### config.mk
export PLATFORM = sky130hd
export DESIGN_NAME = tw_cfg_top
export DESIGN_NICKNAME = d
export VERILOG_FILES = /design/src/rtl/tw_cfg_pkg.sv /design/src/rtl/tw_cfg_ctrl.sv /design/src/rtl/tw_cfg_regs.sv /design/src/rtl/tw_cfg_top.sv
export SDC_FILE = /design/constraint.sdc
export NUM_CORES = 1
export LEC_CHECK = 0
export BUFFER_PORTS_ARGS = -buffer_cell sky130_fd_sc_hd__buf_2
export CAP_MARGIN = 20
export CELL_PAD_IN_SITES_DETAIL_PLACEMENT = 0
export CELL_PAD_IN_SITES_GLOBAL_PLACEMENT = 2
export CORE_ASPECT_RATIO = 0.75
export CORE_MARGIN = 2
export CORE_UTILIZATION = 40
export DETAILED_ROUTE_END_ITERATION = 7
export PLACE_DENSITY = 0.92
export SLEW_MARGIN = 15
export SYNTH_ARGS = -nofsm -noshare
export SYNTH_HDL_FRONTEND = slang
export SYNTH_SLANG_ARGS = --single-unit
### constraint.sdc
create_clock -name clk -period 5.58 [get_ports clk]
set_clock_uncertainty 0.2 [all_clocks]
set_input_delay 0.279 -clock clk [delete_from_list [all_inputs] [get_ports clk]]
set_output_delay 0.279 -clock clk [all_outputs]
set_load 0.01 [all_outputs]
### src/rtl/tw_cfg_pkg.sv
package tw_cfg_pkg;
  localparam int FRAME_LEN   = 18;
  localparam int PAYLOAD_LEN = FRAME_LEN - 1;
  localparam int CNT_W       = $clog2(FRAME_LEN + 1);
  localparam int M_W         = 14;
  localparam int R_W         = 11;
  localparam int CP_W        = 2;
  localparam int CTRL_W      = 13;
  localparam int NSET        = 2;

  localparam logic [M_W-1:0]    M1_DEF   = 14'd10519;
  localparam logic [M_W-1:0]    M2_DEF   = 14'd4269;
  localparam logic [R_W-1:0]    R_DEF    = 11'd492;
  localparam logic [CP_W-1:0]   CP_DEF   = 2'b11;
  localparam logic [CTRL_W-1:0] CTRL_DEF = 13'h0B57;

  localparam logic [2:0] ADDR_M1   = 3'b010;
  localparam logic [2:0] ADDR_M2   = 3'b011;
  localparam logic [2:0] ADDR_CTRL = 3'b110;

  typedef struct packed {
    logic shift;
    logic commit;
  } twStrobe_t;
endpackage

### src/rtl/tw_cfg_ctrl.sv
module tw_cfg_ctrl
  import tw_cfg_pkg::*;
(
  input  logic      clk,
  input  logic      hardShutN,
  input  logic      sclk,
  input  logic      selN,
  output twStrobe_t strb
);
  logic sclkQ, selQ, primed, armed;
  logic [CNT_W-1:0] bitCnt;
  logic sclkRise, sclkFall, selRise;

  assign sclkRise = sclk & ~sclkQ;
  assign sclkFall = ~sclk & sclkQ;
  assign selRise  = selN & ~selQ;

  always_ff @(posedge clk or negedge hardShutN) begin
    if (!hardShutN) begin
      sclkQ  <= 1'b0;
      selQ   <= 1'b1;
      primed <= 1'b0;
      armed  <= 1'b0;
    end else begin
      sclkQ <= sclk;
      selQ  <= selN;
      if (!selN)         primed <= 1'b0;
      else if (sclkRise) primed <= 1'b1;
      if (selN && sclkFall && primed) armed <= 1'b1;
    end
  end

  always_ff @(posedge clk or negedge hardShutN) begin
    if (!hardShutN)                                bitCnt <= '0;
    else if (selN)                                 bitCnt <= '0;
    else if (strb.shift && bitCnt != CNT_W'(FRAME_LEN)) bitCnt <= bitCnt + 1'b1;
  end

  always_comb begin
    strb.shift  = armed & ~selN & sclkRise;
    strb.commit = armed & selRise & (bitCnt == CNT_W'(FRAME_LEN));
  end

  // once initialised, the port stays initialised until shutdown
  a_r3_armed_sticky: assert property (@(posedge clk) disable iff (!hardShutN)
    armed |=> armed);
  // the bit counter never exceeds one frame
  a_r4_count_bound: assert property (@(posedge clk) disable iff (!hardShutN)
    bitCnt <= CNT_W'(FRAME_LEN));
  // each accepted shift below saturation advances the counter by one
  a_r2_count_step: assert property (@(posedge clk) disable iff (!hardShutN)
    (strb.shift && bitCnt < CNT_W'(FRAME_LEN)) |=> bitCnt == $past(bitCnt) + 1'b1);
endmodule

### src/rtl/tw_cfg_regs.sv
module tw_cfg_regs
  import tw_cfg_pkg::*;
(
  input  logic              clk,
  input  logic              hardShutN,
  input  logic              sdata,
  input  twStrobe_t         strb,
  output logic [M_W-1:0]    mOut   [NSET],
  output logic [R_W-1:0]    rOut   [NSET],
  output logic [CP_W-1:0]   cpOut  [NSET],
  output logic [CTRL_W-1:0] ctrlOut,
  output logic              rewriteDue
);
  logic [FRAME_LEN-1:0]   frame;
  logic [PAYLOAD_LEN-1:0] payload;
  logic                   accept;
  logic [NSET-1:0]        hitM, hitR;
  logic                   hitCtrl;

  always_ff @(posedge clk or negedge hardShutN) begin
    if (!hardShutN)      frame <= '0;
    else if (strb.shift) frame <= {frame[FRAME_LEN-2:0], sdata};
  end

  assign payload = frame[PAYLOAD_LEN-1:0];
  assign accept  = strb.commit & frame[FRAME_LEN-1];

  always_comb begin
    hitR[0] = accept && payload[1:0] == 2'b00;
    hitR[1] = accept && payload[1:0] == 2'b01;
    hitM[0] = accept && payload[2:0] == ADDR_M1;
    hitM[1] = accept && payload[2:0] == ADDR_M2;
    hitCtrl = accept && payload[2:0] == ADDR_CTRL;
  end

  for (genvar s = 0; s < NSET; s++) begin : g_set
    localparam logic [M_W-1:0] M_INIT = (s == 0) ? M1_DEF : M2_DEF;
    always_ff @(posedge clk or negedge hardShutN) begin
      if (!hardShutN) begin
        mOut[s]  <= M_INIT;
        rOut[s]  <= R_DEF;
        cpOut[s] <= CP_DEF;
      end else begin
        if (hitM[s]) mOut[s] <= payload[PAYLOAD_LEN-1 -: M_W];
        if (hitR[s]) begin
          rOut[s]  <= payload[R_W+1:2];
          cpOut[s] <= payload[R_W+CP_W+1:R_W+2];
        end
      end
    end
  end

  always_ff @(posedge clk or negedge hardShutN) begin
    if (!hardShutN) begin
      ctrlOut    <= CTRL_DEF;
      rewriteDue <= 1'b0;
    end else begin
      if (hitCtrl) ctrlOut <= payload[CTRL_W+2:3];
      if (hitCtrl)                  rewriteDue <= 1'b0;
      else if (|hitM || |hitR)      rewriteDue <= 1'b1;
    end
  end

  // no commit strobe, no register change
  a_r12_hold_idle: assert property (@(posedge clk) disable iff (!hardShutN)
    !strb.commit |=> ($stable(ctrlOut) && $stable(mOut[0]) && $stable(mOut[1])
                      && $stable(rOut[0]) && $stable(rOut[1]) && $stable(rewriteDue)));
  // a commit with a zero start bit leaves every register alone
  a_r5_bad_start: assert property (@(posedge clk) disable iff (!hardShutN)
    (strb.commit && !frame[FRAME_LEN-1]) |=> ($stable(ctrlOut) && $stable(mOut[0])
      && $stable(mOut[1]) && $stable(rOut[0]) && $stable(rOut[1])));
  // an accepted control-word frame clears the rewrite flag
  a_r9_due_cleared: assert property (@(posedge clk) disable iff (!hardShutN)
    (strb.commit && frame[FRAME_LEN-1] && frame[2:0] == ADDR_CTRL) |=> !rewriteDue);
  // code 111 never changes the control word
  a_r8_discard_111: assert property (@(posedge clk) disable iff (!hardShutN)
    (strb.commit && frame[2:0] == 3'b111) |=> $stable(ctrlOut));
endmodule

### src/rtl/tw_cfg_top.sv
module tw_cfg_top
  import tw_cfg_pkg::*;
(
  input  logic              clk,
  input  logic              hardShutN,
  input  logic              sclk,
  input  logic              sdata,
  input  logic              selN,
  output logic [M_W-1:0]    divM1,
  output logic [M_W-1:0]    divM2,
  output logic [R_W-1:0]    divR1,
  output logic [R_W-1:0]    divR2,
  output logic [CP_W-1:0]   pumpCode1,
  output logic [CP_W-1:0]   pumpCode2,
  output logic [CTRL_W-1:0] ctrlWord,
  output logic              ctrlRewriteDue
);
  twStrobe_t         strb;
  logic [M_W-1:0]    mOut  [NSET];
  logic [R_W-1:0]    rOut  [NSET];
  logic [CP_W-1:0]   cpOut [NSET];

  tw_cfg_ctrl u_ctrl (
    .clk(clk), .hardShutN(hardShutN), .sclk(sclk), .selN(selN), .strb(strb)
  );

  tw_cfg_regs u_regs (
    .clk(clk), .hardShutN(hardShutN), .sdata(sdata), .strb(strb),
    .mOut(mOut), .rOut(rOut), .cpOut(cpOut),
    .ctrlOut(ctrlWord), .rewriteDue(ctrlRewriteDue)
  );

  assign divM1     = mOut[0];
  assign divM2     = mOut[1];
  assign divR1     = rOut[0];
  assign divR2     = rOut[1];
  assign pumpCode1 = cpOut[0];
  assign pumpCode2 = cpOut[1];
endmodule

After elaboration in Yosys (flattened, before gate mapping) --
Index checks and enable logic that the tools add are counted.
Word-level totals: register bits 95, input bits 5, output and inout port bits 68, logic and storage cells 54
Operators by class: add/sub/neg operators 1, eq/ne operators 7, mux-type cells 6, bitwise operators 12, reductions and logical operators 14
Operators with widths (count):
- 5-bit two-way mux | 2
- 1-bit AND | 8
- 1-bit logical AND | 8
- 3-bit by 2-bit == test with 1-bit output, second input constant | 2
- 5-bit by 1-bit adder with 5-bit output, second input constant | 1
- 5-bit == test, second input constant | 1
- 5-bit != test, second input constant | 1
- 1-bit two-way mux | 4
- 1-bit NOT | 4
- 2-bit nonzero test | 2
- 2-bit OR reduction | 2
- 3-bit == test, second input constant | 1
- 2-bit by 1-bit == test with 1-bit output, second input constant | 1
- 2-bit logical NOT | 1
- 2-bit by 1-bit != test with 1-bit output, second input constant | 1
- 1-bit logical OR | 1

Longest topological paths before layout --
Gate-level depths: netlist of the first run.
depth after elaboration 10, depth in mapped cells 7, depth with buffers taken out 5

Cells and area by module --
Synthesis of the first run repeated with hierarchy kept, for this count alone.
Unflattened totals: cell total of the unflattened synthesis 230, area, all modules 3721.1 sq um
By module, submodules not included:
- tw_cfg_regs | instances 1, cells each 189, area each 3264.4 sq um, sequential area each 2198.4 sq um
- tw_cfg_ctrl | instances 1, cells each 41, area each 456.7 sq um, sequential area each 226.5 sq um

Worst setup path before layout of the first run --
Ideal clock, no wire load.
path type flip-flop to flip-flop, start reg u_ctrl.bitCnt[0], end reg u_regs.mOut[10] (netlist name), setup time 0.125 ns, arrival time 1.763 ns, required time 5.255 ns, path slack 3.492 ns, stages on the path, launching flop included 8, path buffers 2, clock period less this slack 2.088 ns, cells stage by stage dfrtp_1 inv_1 ha_1 nand4bb_1 buf_4 nor4_4 buf_8 mux2_4
Between the ends: longest elaborated chain between the ends 4
Ends and longest elaborated chain:
- from (decl) | line tw_cfg_ctrl.sv:11 | logic [CNT_W-1:0] bitCnt;
- from (signal assigned) | line tw_cfg_ctrl.sv:36 | else if (strb.shift && bitCnt != CNT_W'(FRAME_LEN)) bitCnt <= bitCnt + 1'b1;
- 5-bit == test | line tw_cfg_ctrl.sv:41 | strb.commit = armed & selRise & (bitCnt == CNT_W'(FRAME_LEN));
- 1-bit AND | line tw_cfg_ctrl.sv:41
- 1-bit AND | line tw_cfg_regs.sv:26 | assign accept = strb.commit & frame[FRAME_LEN-1];
- 1-bit logical AND | line tw_cfg_regs.sv:32 | hitM[1] = accept && payload[2:0] == ADDR_M2;
- to (signal, indexed assignment) | line tw_cfg_regs.sv:44 | if (hitM[s]) mOut[s] <= payload[PAYLOAD_LEN-1 -: M_W];
- to (decl) | line tw_cfg_regs.sv:8 | output logic [M_W-1:0] mOut [NSET],
No other way between the ends. A chain may end at the register's enable or synchronous reset.

Worst setup path after layout of the first run --
start reg u_ctrl.bitCnt[0], end reg u_regs.mOut[11] (netlist name)
The elaborated chain is that of the path after synthesis.

==> results by group, run 1 <==
Outcome
  – Status: finished, final reports clean

Final layout
  – Post-route insts no fill: 474
  – Commonest non-fill, non-tap cells in the layout: 71 x buf_2, 57 x dfrtp_1, 56 x mux2_2
  – Diode count: 0
  – Most common cell after layout, fill and taps aside: buf_2
  – Ratio of cells with drive above 1 in the final layout: 57.5%
  – Final cell utilization of the core: 50.7%
  – NumNets Final: ~350
  – Area grow syn2layout: 20.9%

Placement
  – Port bufs: 72
  – Cell total after placement: 454
  – Detailed Place HPWL: 5.20 mm
  – Routability congestion estimate from global placement: 0.731

Clock tree
  – Clock Latency Late Sink: 0.34 ns
  – Clk buf depth: 2
  – Clock sink total: 95
  – Worst-path clk slew: 0.06 ns
  – H-tree levels: 3
  – CTS root buf: clkbuf_16
  – TritonCTS Buffers: 9
  – TritonCTS clock tree: yes
  – Post-CTS setup buffer count: 0
  – # resized after CTS: 0

Worst setup path
  – Slowest CP cell: nor4_4
  – CP Buf/Inv Count: 2
  – CP required: approximately 5.6 ns
  – R2R Path Start: u_ctrl.bitCnt[0]$_DFFE_PN0P_
  – CP arrival: slightly above 3 ns
  – Origin of the worst setup path: u_ctrl.bitCnt[0]$_DFFE_PN0P_
  – CP Launch Type: flip-flop
  – Setup CP Type: reg -> reg
  – Cells along the critical path: inv_1 > ha_1 > nand4bb_1 > nor4_4 > buf_4 > mux2_4
  – Worst path top cell family by delay: simple AND/OR/NAND/NOR gates
  – CP endpoint kind: flip-flop
  – Max incr delay on CP: 0.83 ns
  – Critical path fanouts, max: 9

Die
  – Die Footprint: 10,400 µm²
  – Vert. Die Dim: slightly below 90 µm
  – IO Pins: 73
  – Initial Util: 41.9%
  – Row count: 30
  – Die W: 117 µm
  – Core area: 9200 µm²

Synth
  – Synth warn: 0
  – Synth top area cells: dfrtp_1 37%, dfstp_2 26%, mux2_2 16%
  – Cell Area, Synth: 3850 µm²
  – Post-synthesis area per instance: 14.7 µm²
  – Synth area leader: dfrtp_1
  – Number of synthesized register bits: 95
  – Synth unique cells: 30
  – Top-area cell type share of the netlist area: between 30 and 40%
  – Post-synthesis net count: 269
  – Post-Synthesis Cells: 262
  – Fraction of the yosys area taken by sequential cells: 62.9%

Global route
  – GRT overflow: 0
  – First-pass GRT wire length: between 10 and 15 mm
  – Vias in the first global route: 2,421
  – All-Layer GR Usage: 16.8%
  – Initial antenna violation count: 0
  – Largest net degree at the start of global routing: 74

Detailed routing
  – Vias per Instance: 4.87
  – Vias: 2,307
  – DRT Pass-1 Iters: 4
  – Routed length per instance: around 17 µm
  – Antenna viol nets, final: 0
  – Final WL: 7.95 mm
  – Detailed Route Iter0 Violations: 120
  – DRC: 0

Timing
  – Slew of the pin with the lowest slew margin: 0.967 ns
  – Fmax: 331 MHz
  – Final hold viol count: 0
  – RSZ-0062 raised after global routing: no
  – Relative slew margins: roughly a third
  – Final worst path period share: 54.2%
  – Setup TNS: 0 ns
  – Minimum clock period: a little over 3 ns
  – Setup-violating endpoint count in the final report: 0
  – Max-slew violation count: 0

Power
  – Power Dens Cells: 310 nW/µm²
  – Peak VDD IR: between 0.15 and 0.2 mV
  – Leakage: 0.00238 µW
  – Total power after layout: roughly 1400 µW

Flow run
  – Max Cap Viol: 0

Min path
  – Hold Crit Class: in -> async
==> worst paths after layout <==
check | slack [ns] | depth (start not counted) | to
worst max-delay path | 2.56 | 6 | u_regs.mOut[11]$_DFFE_PN0P_
worst min-delay path | 0.17 | 2 | u_regs.rOut[15]$_DFFE_PN0P_
worst max register to register | 2.56 | 6 | u_regs.mOut[11]$_DFFE_PN0P_
worst min register to register | 0.29 | 1 | u_regs.mOut[26]$_DFFE_PN0P_
max in group asynchronous | 3.82 | 3 | u_regs.mOut[11]$_DFFE_PN0P_
min in group clk | 0.29 | 1 | u_regs.mOut[26]$_DFFE_PN0P_
==> worst reg2reg max path, cell delays in order (launching register included) <==
cell	delay (ns)
dfrtp_1	0.42
inv_1	0.07
ha_1	0.14
nand4bb_1	0.57
nor4_4	0.84
buf_4	0.34
mux2_4	0.32
==> sequential cells by signal (all words and copies together), names as in the netlist <==
register / flops
u_ctrl.armed: 1
u_ctrl.bitCnt: 5
u_ctrl.primed: 1
u_ctrl.sclkQ: 1
u_ctrl.selQ: 1
u_regs.cpOut: 4
u_regs.ctrlOut: 13
u_regs.frame: 18
u_regs.mOut: 28
u_regs.rOut: 22
u_regs.rewriteDue: 1
==> logic make-up (layout without fill, tap and decap cells) <==
logic type | after synthesis | after routing | synth area share (%)
compound gates | 7 | 7 | 1.20
simple gates | 72 | 72 | 11.1
fa+ha+maj | 2 | 2 | 0.649
flops | 95 | 95 | 62.9
mux | 71 | 71 | 21.6
buf+inv | 15 | 99 | 2.53
==> power by group <==
part / internal (µW) / total [µW] / switching (µW) / leakage [µW]
Sequential: 713 / 763 / 50.2 / 0.00118
Combinational: 20.3 / 63.1 / 42.9 / 0.00106
Clock: 373 / 620 / 247 / 0.000144
==> per-stage QoR <==
step / area [µm²] / hold slack [ns] / worst slack, ns
2_1_floorplan: 3850 / -0.217 / 3.49
3_3_place_gp: 4310 / -0.0213 / 2.50
3_5_place_dp: 4320 / -0.0200 / 2.52
4_1_cts: 4660 / 0.155 / 2.52
5_1_grt: 4660 / 0.171 / 2.38
6_report: 4660 / 0.165 / 2.56
==> Yosys cell counts <==
library cell and n:
dfrtp_1 57, mux2_2 56, nand2_1 52, dfstp_2 38, mux2_4 10, nand2b_1 5, nor4_4 5, mux2i_1 4
buf_4 3, clkbuf_1 3, inv_1 3, o21ai_0 3, buf_6 2, ha_1 2, nand4_1 2, nand4bb_1 2
nor2_1 2, a21oi_1 1, a22o_1 1, a41o_1 1, and4bb_2 1, buf_1 1, buf_2 1, buf_8 1
inv_4 1, mux2_1 1, nand4b_1 1, nand4b_4 1, o21a_1 1, or3_1 1
==> layer usage <==
layer | GRT usage [%] | up-vias | share of wire, % | routed length (µm)
li1 | - | 1062 | - | -
met4 | 5.59 | 0 | 1.4 | 112
met2 | 25.3 | 64 | 43 | 3420
met1 | 23.0 | 1169 | 50 | 3980
met5 | 0 | - | 0 | 0
met3 | 5.93 | 12 | 5.4 | 426
==> repair_timing <==
item | 4_1_cts | 5_1_grt
hold endpoints to repair | 25 | 0
setup endpoints to repair | 0 | 0
hold buffers | 4 | 0
==> area by class of cell <==
cell class,instances,area (µm²)
clock buffers,15,268
well taps,128,160
flip-flops and latches,95,2420
repair buffers,79,429
fillers,810,4540
inverters,4,17.5
clock inverters,1,30.0
multi-input cells,152,1330
(Power assumes the default switching activity.)
==> run 2: changes to the inputs <==
--- a/config.mk
+++ b/config.mk
@@ -11,9 +11,9 @@
 export CELL_PAD_IN_SITES_GLOBAL_PLACEMENT = 2
 export CORE_ASPECT_RATIO = 0.75
 export CORE_MARGIN = 2
-export CORE_UTILIZATION = 40
+export CORE_UTILIZATION = 38
 export DETAILED_ROUTE_END_ITERATION = 7
-export PLACE_DENSITY = 0.92
+export PLACE_DENSITY = 0.89
 export SLEW_MARGIN = 15
 export SYNTH_ARGS = -nofsm -noshare
 export SYNTH_HDL_FRONTEND = slang
==> constraint.sdc (replaced) <==
create_clock -name clk -period 3 [get_ports clk]
set_clock_uncertainty 0.2 [all_clocks]
set_input_delay 0.15 -clock clk [delete_from_list [all_inputs] [get_ports clk]]
set_output_delay 0.15 -clock clk [all_outputs]
set_load 0.01 [all_outputs]
==> results by group, run 2 (same netlist as run 1, synthesis figures left out) <==
Final layout
  – Diode count: 0
  – Most common cell after layout, fill and taps aside: buf_2
  – Max reg flops: 28
  – Register bank with the most flops: u_regs.mOut
  – Ratio of cells with drive above 1 in the final layout: 59.8%
  – Commonest non-fill, non-tap cells in the layout: 71 x buf_2, 57 x dfrtp_1, 56 x mux2_2
  – NumNets Final: approximately 360
  – Biggest registers after layout: u_regs.mOut (28), u_regs.rOut (22), u_regs.frame (18)
  – Area grow syn2layout: 24.3%
  – Post-route insts no fill: 488

Power
  – Power Dens Cells: 593 nW/µm²
  – Cell internal pwr: 2200 µW
  – Clock power frac: 45.9%
  – NetSw: 642 µW
  – Power share of the combinational group: under 10%
  – Seq pwr share: 49.8%
  – Peak VDD IR: 0.347 mV
  – Sw Share: 22.6%
  – Leakage: 0.00246 µW

Worst setup path
  – CP endpoint kind: flip-flop
  – Setup CP Type: reg -> reg
  – Critical path fanouts, max: 9
  – CP required: 3.02 ns
  – CP Launch Type: flip-flop
  – CP arrival: between 2 and 2.5 ns

Global route
  – Gr busiest metal: met2
  – First-pass GRT wire length: 13.1 mm
  – GRT overflow: 0
  – Met2 usage: 23.2%
  – Largest net degree at the start of global routing: 89
  – Met3 GRT Util: approximately 6.2%
  – All-Layer GR Usage: 15.6%
  – Met1 Resource Use GR: 21.4%
  – Initial antenna violation count: 0
  – Vias in the first global route: 2,458

Timing
  – Setup TNS: 0 ns
  – Final hold viol count: 0
  – Max-slew violation count: 0
  – Relative slew margins: 48.1%
  – Fmax: 466 MHz
  – Slew of the pin with the lowest slew margin: 0.778 ns
  – RSZ-0062 raised after global routing: no
  – Worst setup margin: 0.854 ns
  – Setup-violating endpoint count in the final report: 0
  – Minimum clock period: 2.15 ns
  – Final worst path period share: a little under three quarters

Clock tree
  – TritonCTS clock tree: yes
  – H-tree levels: 3
  – Clock sink total: 95
  – CTS root buf: clkbuf_16
  – Post-CTS setup buffer count: 0
  – CTS Hold Buffers Added: 4
  – # resized after CTS: 0
  – Clock Latency Late Sink: roughly 0.34 ns
  – Worst-path clk slew: 0.06 ns
  – Clk buf depth: 2
  – TritonCTS Buffers: 9

Outcome
  – Status: finished, final reports clean

Detailed routing
  – Detailed Route Iter0 Violations: 92
  – Vias: 2,332
  – Vias per Instance: roughly 4.8
  – DRT Pass-1 Iters: 4
  – DRC: 0
  – Antenna viol nets, final: 0
  – Routed length per instance: 16.0 µm
  – Final WL: 7.82 mm

Die
  – Die W: 120 µm
  – Initial Util: 39.4%
  – IO Pins: 73
  – Row count: 31
  – Core area: 9770 µm²
  – Vert. Die Dim: around 90 µm
  – Die Footprint: between 10,000 and 15,000 µm²

Placement
  – Pre-CTS setup slack: 0.873 ns
  – Cell total after placement: roughly 470
  – Detailed Place HPWL: 5.31 mm
  – Routability congestion estimate from global placement: 0.743
  – Port bufs: 72

Flow run
  – Max Cap Viol: 0

Min path
  – Hold Crit Class: in -> async
-- run 2: changes by cell type in the layout (fill, tap and decap cells not counted) --
cell | previous run | this run
buf_4 | 3 | 13
bufinv_16 | 1 | 3
clkbuf_1 | 4 | 0
clkbuf_8 | 2 | 1
clkinv_2 | 0 | 2
clkinvlp_4 | 0 | 1
-- run 2: path summary, 6_finish.rpt --
| path | start | to | slack [ns] | depth (start not counted) |
|---|---|---|---|---|
| max | u_ctrl.bitCnt[0]$_DFFE_PN0P_ | u_regs.ctrlOut[5]$_DFFE_PN0P_ | 0.85 | 7 |
| min | hardShutN | u_regs.rOut[15]$_DFFE_PN0P_ | 0.22 | 2 |
| max reg2reg | u_ctrl.bitCnt[0]$_DFFE_PN0P_ | u_regs.ctrlOut[5]$_DFFE_PN0P_ | 0.85 | 7 |
| min reg2reg | u_ctrl.primed$_DFFE_PN0P_ | u_ctrl.primed$_DFFE_PN0P_ | 0.29 | 1 |
| max in group asynchronous | hardShutN | u_regs.rOut[6]$_DFFE_PN1P_ | 1.68 | 3 |
| min in group clk | u_ctrl.primed$_DFFE_PN0P_ | u_ctrl.primed$_DFFE_PN0P_ | 0.29 | 1 |
-- run 2: power groups by stage --
stage	sequential (µW)	clock, µW	combinational [µW]
final	1410	1310	122
after global routing	1420	1400	143
after CTS	1420	1340	126
after detailed placement	1440	0	121
after global placement	1440	0	115
after floorplan	1410	0	76.1
-- run 2: stage by stage --
stage	util [%]	power, µW	hold slack [ns]	cell area, µm²
CTS	49.0	2880	0.295	4780
finish	49.0	2840	0.218	4790
global route	49.0	2960	0.287	4790
floorplan	-	1490	-0.346	3850
detailed placement	45.0	1560	0.108	4400
global placement	45.0	1550	0.100	4400
-- run 2: critical path, stage by stage, from the launching register on --
cell	delay, ns
dfrtp_1	0.42
inv_1	0.07
ha_1	0.14
nand4bb_1	0.10
buf_4	0.20
nor4_4	0.30
buf_4	0.24
mux2_2	0.35
-- run 2: final cells by class --
class                   instances  area [µm²]
flip-flops and latches         95        2420
multi-input cells             152        1330
inverters                       4        17.5
fillers                       880        4990
clock inverters                 6         108
well taps                     132         165
repair buffers                 89         504
clock buffers                  10         239
-- run 2: per-layer routing --
layer	vias up	part of all wire, %
met5	-	0
met4	0	0.63
met3	9	5.6
met2	61	44
met1	1179	50
li1	1083	-
